**src/rtl/half_duplex_turnaround.sv**
```systemverilog
module half_duplex_turnaround #(
  parameter int CLKS_PER_BIT  = 8,
  parameter bit NARROW_FILTER = 1'b0,
  parameter int RX_LAT_BITS   = 3
) (
  input  logic clk,
  input  logic rst_n,
  input  logic tx_sel,
  input  logic pin_in,
  input  logic rx_bit,
  output logic pin_out,
  output logic pin_oe,
  output logic dclk,
  output logic tx_bit,
  output logic tx_idle
);
  localparam int CW   = $clog2(CLKS_PER_BIT);
  localparam int HALF = CLKS_PER_BIT / 2;
  localparam int TXD  = NARROW_FILTER ? 3 : 2;
  localparam logic [CW-1:0] LAST = CW'(CLKS_PER_BIT - 1);
  localparam logic [CW-1:0] MID  = CW'(HALF);

  logic [CW-1:0]        cnt;
  logic                 sel_s1, sel_s2, run_q;
  logic [1:0]           hold_bits;
  logic [TXD-1:0]       tx_sh;
  logic                 tx_q;
  logic [RX_LAT_BITS:0] rx_sh;

  wire tick    = (cnt == LAST);
  wire bit_beg = (cnt == '0);
  wire tx_load = NARROW_FILTER ? (cnt == MID) : bit_beg;

  always_ff @(posedge clk) begin
    if (!rst_n) cnt <= '0;
    else        cnt <= tick ? '0 : cnt + 1'b1;
  end

  always_ff @(posedge clk) begin
    if (!rst_n) begin
      sel_s1 <= 1'b0;
      sel_s2 <= 1'b0;
    end else begin
      sel_s1 <= tx_sel;
      sel_s2 <= sel_s1;
    end
  end

  always_ff @(posedge clk) begin
    if (!rst_n || !sel_s2) begin
      run_q     <= 1'b0;
      hold_bits <= '0;
    end else if (!run_q && tick) begin
      hold_bits <= hold_bits + 1'b1;
      if (hold_bits == 2'd2) run_q <= 1'b1;
    end
  end

  always_ff @(posedge clk) begin
    if (!rst_n || !run_q) begin
      tx_sh <= '0;
      tx_q  <= 1'b0;
    end else begin
      if (bit_beg) tx_sh <= {tx_sh[TXD-2:0], pin_in};
      if (tx_load) tx_q  <= tx_sh[TXD-1];
    end
  end

  always_ff @(posedge clk) begin
    if (!rst_n)       rx_sh <= '0;
    else if (bit_beg) rx_sh <= {rx_sh[RX_LAT_BITS-1:0], rx_bit};
  end

  assign pin_out = rx_sh[RX_LAT_BITS];
  assign pin_oe  = !sel_s2;
  assign dclk    = (!sel_s2 || run_q) && (cnt < MID);
  assign tx_bit  = tx_q;
  assign tx_idle = !(sel_s2 && run_q);

  localparam int HW = $clog2(3 * CLKS_PER_BIT + 2) + 1;
  logic [HW-1:0] hold_cyc;
  always_ff @(posedge clk) begin
    if (!rst_n || !sel_s2)   hold_cyc <= '0;
    else if (!run_q)         hold_cyc <= hold_cyc + 1'b1;
  end

  assert_clock_parked_R1: assert property (@(posedge clk) disable iff (!rst_n)
    $rose(sel_s2) |-> (!dclk && !pin_oe));

  assert_hold_window_R2: assert property (@(posedge clk) disable iff (!rst_n)
    $rose(run_q) |-> (hold_cyc >= HW'(2 * CLKS_PER_BIT + 1) && hold_cyc <= HW'(3 * CLKS_PER_BIT)));

  assert_ungate_on_rise_R4: assert property (@(posedge clk) disable iff (!rst_n)
    $fell(tx_idle) |-> (dclk && bit_beg));

  assert_back_to_rx_R7: assert property (@(posedge clk) disable iff (!rst_n)
    $fell(sel_s2) |-> (tx_idle && pin_oe));

  assert_run_only_in_tx_R10: assert property (@(posedge clk) disable iff (!rst_n)
    $rose(run_q) |-> (sel_s2 && $past(sel_s2)));
endmodule

```
**config.mk**
```make
export PLATFORM = sky130hd
export DESIGN_NAME = half_duplex_turnaround
export DESIGN_NICKNAME = d
export VERILOG_FILES = /design/src/rtl/half_duplex_turnaround.sv
export SDC_FILE = /design/constraint.sdc
export NUM_CORES = 1
export LEC_CHECK = 0
export BUFFER_PORTS_ARGS = -buffer_cell sky130_fd_sc_hd__buf_2
export CAP_MARGIN = 15
export CORE_UTILIZATION = 45
export DETAILED_ROUTE_END_ITERATION = 10
export GPL_TIMING_DRIVEN = 1
export HOLD_SLACK_MARGIN = 0.12
export PLACE_DENSITY = 0.69
export SLEW_MARGIN = 15
export SYNTH_ARGS = -nofsm -noshare
export SYNTH_HDL_FRONTEND = slang
export SYNTH_SLANG_ARGS = --single-unit
```
**constraint.sdc**
```tcl
create_clock -name clk -period 1.01 [get_ports clk]
set_input_delay 0.101 -clock clk [delete_from_list [all_inputs] [get_ports clk]]
set_output_delay 0.101 -clock clk [all_outputs]
set_load 0.01 [all_outputs]
```
==> results of run 1 <==
==> where the power goes <==
part           switching, mW  internal (mW)  total (mW)
registers             0.0173          0.611       0.628
logic                 0.0702         0.0750       0.145
clock network          0.174          0.153       0.327
==> layout make-up <==
cell class / instances / area, µm²
repair buffers: 15 / 97.6
flip-flops and latches: 15 / 309
clock buffers: 4 / 26.3
multi-input cells: 43 / 345
well taps: 14 / 17.5
fillers: 100 / 342
inverters: 5 / 18.8
==> cell usage in the layout, fill, tap and decap left out <==
cell type      count
nand2_1           13
dfxtp_1           12
buf_2              9
inv_1              4
nand2_2            4
a21oi_1            3
nor2_1             3
a21boi_1           3
ha_4               3
clkbuf_4           3
dlygate4sd3_1      3
buf_4              3
a21oi_2            2
and3b_2            2
and2_1             2
dfxtp_4            2
inv_2              1
nor3b_2            1
nor2b_4            1
xnor2_2            1
and2b_4            1
nand2b_4           1
a211oi_1           1
a21boi_2           1
ha_1               1
clkbuf_1           1
dfxtp_2            1
==> cell families after synthesis <==
kind of cell,count (synthesis),synth area share
AOI/OAI and AO/OA,10,0.107
xor gates and xnor gates,1,0.0149
adders and majority gates,4,0.0853
buffers and inverters,6,0.0384
DFF,15,0.512
and+or+nand+nor,28,0.243
==> flip-flops by register name, summed over array words and instances (netlist names) <==
name	cells
sel_s1	1
rx_sh	4
sel_s2	1
tx_sh	2
hold_bits	2
cnt	3
tx_bit	1
run_q	1
==> metrics by stage <==
step	area (µm²)	std cells	hold WS (ns)	total power, mW	utilization
floorplan	614	64	0.228	0.712	-
global placement	681	87	0.310	0.739	0.589
detailed placement	681	87	0.311	0.744	0.589
CTS	762	94	0.142	1.10	0.659
global route	815	96	0.150	1.16	0.705
finish	815	96	0.148	1.10	0.705
==> worst paths after layout <==
check | startpoint | endpoint | slack, ns | cells past startpoint
worst max-delay path | cnt[0] | hold_bits[1] | -0.08 | 4
worst min-delay path | rst_n | rx_sh[2] | 0.15 | 2
worst max register to register | cnt[0] | hold_bits[1] | -0.08 | 4
worst min register to register | sel_s1 | sel_s2 | 0.46 | 1
==> critical path, delay by kind of cell, from the launching register on <==
family                     cells  cell delay (ns)
AOI/OAI and AO/OA              1             0.20
DFF                            1             0.36
adders and majority gates      2             0.31
and+or+nand+nor                1             0.13
==> routing by layer <==
metal | vias up | share of wire
met5 | - | 0
met3 | 2 | 0.027
met4 | 0 | 0.0040
met1 | 204 | 0.46
met2 | 6 | 0.51
li1 | 243 | -
==> what timing repair did <==
action / CTS / global route
endpoints found under the setup margin: 14 / 13
resized for setup: 6 / 12
setup buffers: 0 / 2
hold buffers: 3 / 0
pin swaps: 1 / 1
endpoints found under the hold margin: 3 / 0
==> results.json, run 1 <==
{
  "status": "complete, but fails checks",
  "violations": "negative setup slack",
  "fp.dieH_um": 38.1,
  "arrival_ns": 1.29,
  "critical_path.max_fanout": 3,
  "ys_seq_area_frac": 0.512,
  "firstDrtPassIters": 4,
  "fmaxAchievable_ghz": 0.919,
  "fin_setup_tns_ns": -0.438,
  "drc": 0,
  "timing_worst_setup_path_type": "reg -> reg",
  "routabilityCongestion": 0.715,
  "clock-sinks": 15,
  "ys_ff_latch": 15,
  "grt_max_degree": 12,
  "tightest_slew_ns": 0.183,
  "syn_area_um2": 587,
  "gr-usage-all-layers": 0.165,
  "synth_common_cells": "17 x nand2_1, 15 x dfxtp_1, 5 x a21oi_1, 5 x inv_1",
  "synth_nets": 73,
  "grtUsageMet2": 0.275,
  "irDropWorstVdd_v": 0.000887,
  "busiest_layer": "met2",
  "clk_latency_ns": 0.27,
  "power.leakage_nw": 0.305,
  "first_iter_violations": 2,
  "fin_nets": 92,
  "cpMaxStageDelayCell": "dfxtp_4",
  "yosysWarnings": 0,
  "yosysTopAreaCellShare": 0.512,
  "synthFlopType": "dfxtp_1",
  "powerDensity_nw_per_um2": 1350,
  "grt_pass1_vias": 440,
  "hpwl_um": 688,
  "cts_tree": "yes",
  "drive_gt1_frac": 0.439,
  "slew_headroom": 0.878,
  "antenna_cells": 0,
  "synthCells": 64,
  "cts_buffer_depth": 2,
  "use_met1": 0.186,
  "yosysMostFrequentCell": "nand2_1",
  "die-area_um2": 1450,
  "critPathCaptureType": "flip-flop",
  "finClkSkew_ns": 0.00226,
  "slew_violations": 0,
  "core_um2": 1160,
  "grtUsageMet3": 0.0349,
  "vias": 455,
  "synth.largest_area_cell": "dfxtp_1",
  "synth-edff-count": 0,
  "rsz0062_at_grt": "true",
  "fin_ws_ns": -0.0781,
  "finalWorstPathRequiredPeriod_ns": 1.09,
  "async_flop_share": 0,
  "pre_cts_ws_ns": -0.0920,
  "post-route-period-util": 1.08,
  "worstPathRequired_ns": 1.21,
  "finalHoldViolCount": 0,
  "path_cells": "ha_4 -> ha_4 -> nor2b_4 -> a211oi_1",
  "drv_cap": 0,
  "viasPerCell": 4.74,
  "hp-class": "in -> reg",
  "io_pins": 10,
  "wire_per_inst_um": 10.4,
  "cp_common_cell": "ha_4",
  "cp-start-kind": "flip-flop",
  "start_util": 0.508,
  "finalWirelength_um": 1000,
  "antenna_found_initial": 0,
  "clkSlewWorstSetupHoldPaths_ns": 0.08,
  "num_rows": 12,
  "fp.dieW_um": 38.1,
  "synth.distinct_cells": 16,
  "ant_nets": 0,
  "htree_levels": 1,
  "grt_pass1_wl_um": 1610,
  "grt_overflow": 0,
  "syn-mean-instance-area_um2": 9.17,
  "syn_to_final_growth_pct": 38.8,
  "cts_buffers": 3,
  "synthTopCellsByArea": "dfxtp_1 51%, nand2_1 11%, ha_1 8.5%, a21boi_1 5.1%, a21oi_1 4.3%",
  "ctsRootBufferMaster": "clkbuf_4",
  "io_buffers": 9,
  "cpPeakStageDelay_ns": 0.36,
  "setup_viol": 12
}
Power figures use the tool's default switching activity.
==> run 2, diff against run 1 <==
- PLACE_DENSITY: 0.69 -> 0.67
==> results.json, run 2 (synthesis results as in run 1) <==
{
  "status": "complete, but fails checks",
  "violations": "negative setup slack",
  "viasPerCell": 4.75,
  "fin_ws_ns": -0.0882,
  "finalHoldViolCount": 0,
  "syn_to_final_growth_pct": 37.1,
  "rsz0062_at_grt": "true",
  "powerDensity_nw_per_um2": 1360,
  "cts_tree": "yes",
  "final_cell_mix": "16 x nand2_1, 10 x dfxtp_1, 9 x buf_2",
  "grt_max_degree": 12,
  "ant_nets": 0,
  "final_core_util": 0.696,
  "pre_cts_ws_ns": -0.0784,
  "fp.dieW_um": 38.1,
  "power.leakage_nw": 0.304,
  "slew_violations": 0,
  "tightest_slew_ns": 0.167,
  "die-area_um2": 1450,
  "cts_buffer_depth": 2,
  "cpPeakStageDelay_ns": 0.36,
  "core_um2": 1160,
  "timing.hold.ws_ns": 0.166,
  "clk_latency_ns": 0.27,
  "mostFrequentLayoutCell": "nand2_1",
  "fin_nets": 93,
  "start_util": 0.508,
  "cpMaxStageDelayCell": "dfxtp_2",
  "crit_start": "cnt[1]",
  "wire_per_inst_um": 10.2,
  "htree_levels": 1,
  "path_buf_inv": 1,
  "biggestRegsByFlops": "rx_sh x4, cnt x3",
  "top_register": "rx_sh",
  "crit_family": "flip-flops",
  "post-route-period-util": 1.09,
  "firstDrtPassIters": 4,
  "num_rows": 12,
  "r2r_cells": 5,
  "antenna_found_initial": 0,
  "drc": 0,
  "antenna_cells": 0,
  "drv_cap": 0,
  "fp.dieH_um": 38.1,
  "slew_headroom": 0.889,
  "grt_pass1_wl_um": 1670,
  "ctsRootBufferMaster": "clkbuf_4",
  "grt_pass1_vias": 397,
  "irDropWorstVdd_v": 0.000849,
  "min_from": "rst_n",
  "fmaxAchievable_ghz": 0.911,
  "cts_buffers": 3,
  "cp.depth": 5,
  "rr_startpoint": "cnt[1]",
  "finClkSkew_ns": 0.000416,
  "io_pins": 10,
  "critPathCaptureType": "flip-flop",
  "clkSlewWorstSetupHoldPaths_ns": 0.08,
  "finalWirelength_um": 985,
  "first_iter_violations": 7,
  "gr-usage-all-layers": 0.174,
  "critical_path.max_fanout": 7,
  "clock-sinks": 15,
  "vias": 461,
  "fin_cells": 97,
  "setup_viol": 13,
  "worstPathRequired_ns": 1.18,
  "timing_worst_setup_path_type": "reg -> reg",
  "largest_reg_flops": 4,
  "grt_overflow": 0,
  "finalWorstPathRequiredPeriod_ns": 1.10,
  "routabilityCongestion": 0.707,
  "hp-class": "in -> reg",
  "io_buffers": 9,
  "path_cells": "inv_1 -> ha_2 -> and2b_2 -> nand2_1 -> a21boi_2",
  "arrival_ns": 1.27,
  "dpl.cell_count": 88,
  "drive_gt1_frac": 0.410,
  "hpwl_um": 639,
  "cp-start-kind": "flip-flop",
  "holdPathStages": 2,
  "fillCellCount": 96
}
-- run 2: area by class of cell --
type / count / area, µm² / share of cell area
multi-input combinational: 43 / 318 / 0.395
sequential: 15 / 312 / 0.387
timing repair buffer: 16 / 113 / 0.140
clock buffer: 4 / 26.3 / 0.0327
inverter: 5 / 18.8 / 0.0233
tap: 14 / 17.5 / 0.0218
-- run 2: what timing repair did --
action / 4_1_cts / 5_1_grt
endpoints found under the hold margin: 3 / 0
pin swaps: 5 / 2
setup endpoints to repair: 14 / 15
setup buffers: 2 / 0
resized for setup: 10 / 5
hold buffers: 3 / 0
-- run 2: per-stage QoR --
step                      power [mW]  cell area (µm²)  TNS, ns
after CTS                       1.11              790   -0.687
after floorplan                0.712              614  -0.0380
after global placement         0.745              688   -0.500
final                           1.10              805   -0.734
after detailed placement       0.745              688   -0.686
after global routing            1.16              805    -1.29
-- run 2: routing by layer --
metal  track usage  share of wire  up-vias
li1              -              -      244
met1         0.239           0.54      205
met2         0.233           0.42       10
met3        0.0349          0.037        2
met4         0.134          0.010        0
met5             0              0        -
-- run 2: path summary, 6_finish.rpt --
path,slack [ns],end
setup / recovery,-0.09,rx_sh[3]
hold / removal,0.17,rx_sh[0]
setup reg to reg,-0.09,rx_sh[3]
hold reg to reg,0.45,sel_s2
-- run 2: worst register-to-register path: cells and delay by family, from the launching register on --
kind / cells / cell delay, ns
compound gates: 1 / 0.05
fa+ha+maj: 1 / 0.19
buf+inv: 1 / 0.05
flops: 1 / 0.36
simple gates: 2 / 0.34
-- run 2: power by group --
| part | internal [mW] | total (mW) | leakage (nW) | switching (mW) |
|---|---|---|---|---|
| clock network | 0.153 | 0.331 | 0.0150 | 0.178 |
| logic | 0.0715 | 0.136 | 0.165 | 0.0642 |
| registers | 0.611 | 0.629 | 0.125 | 0.0175 |
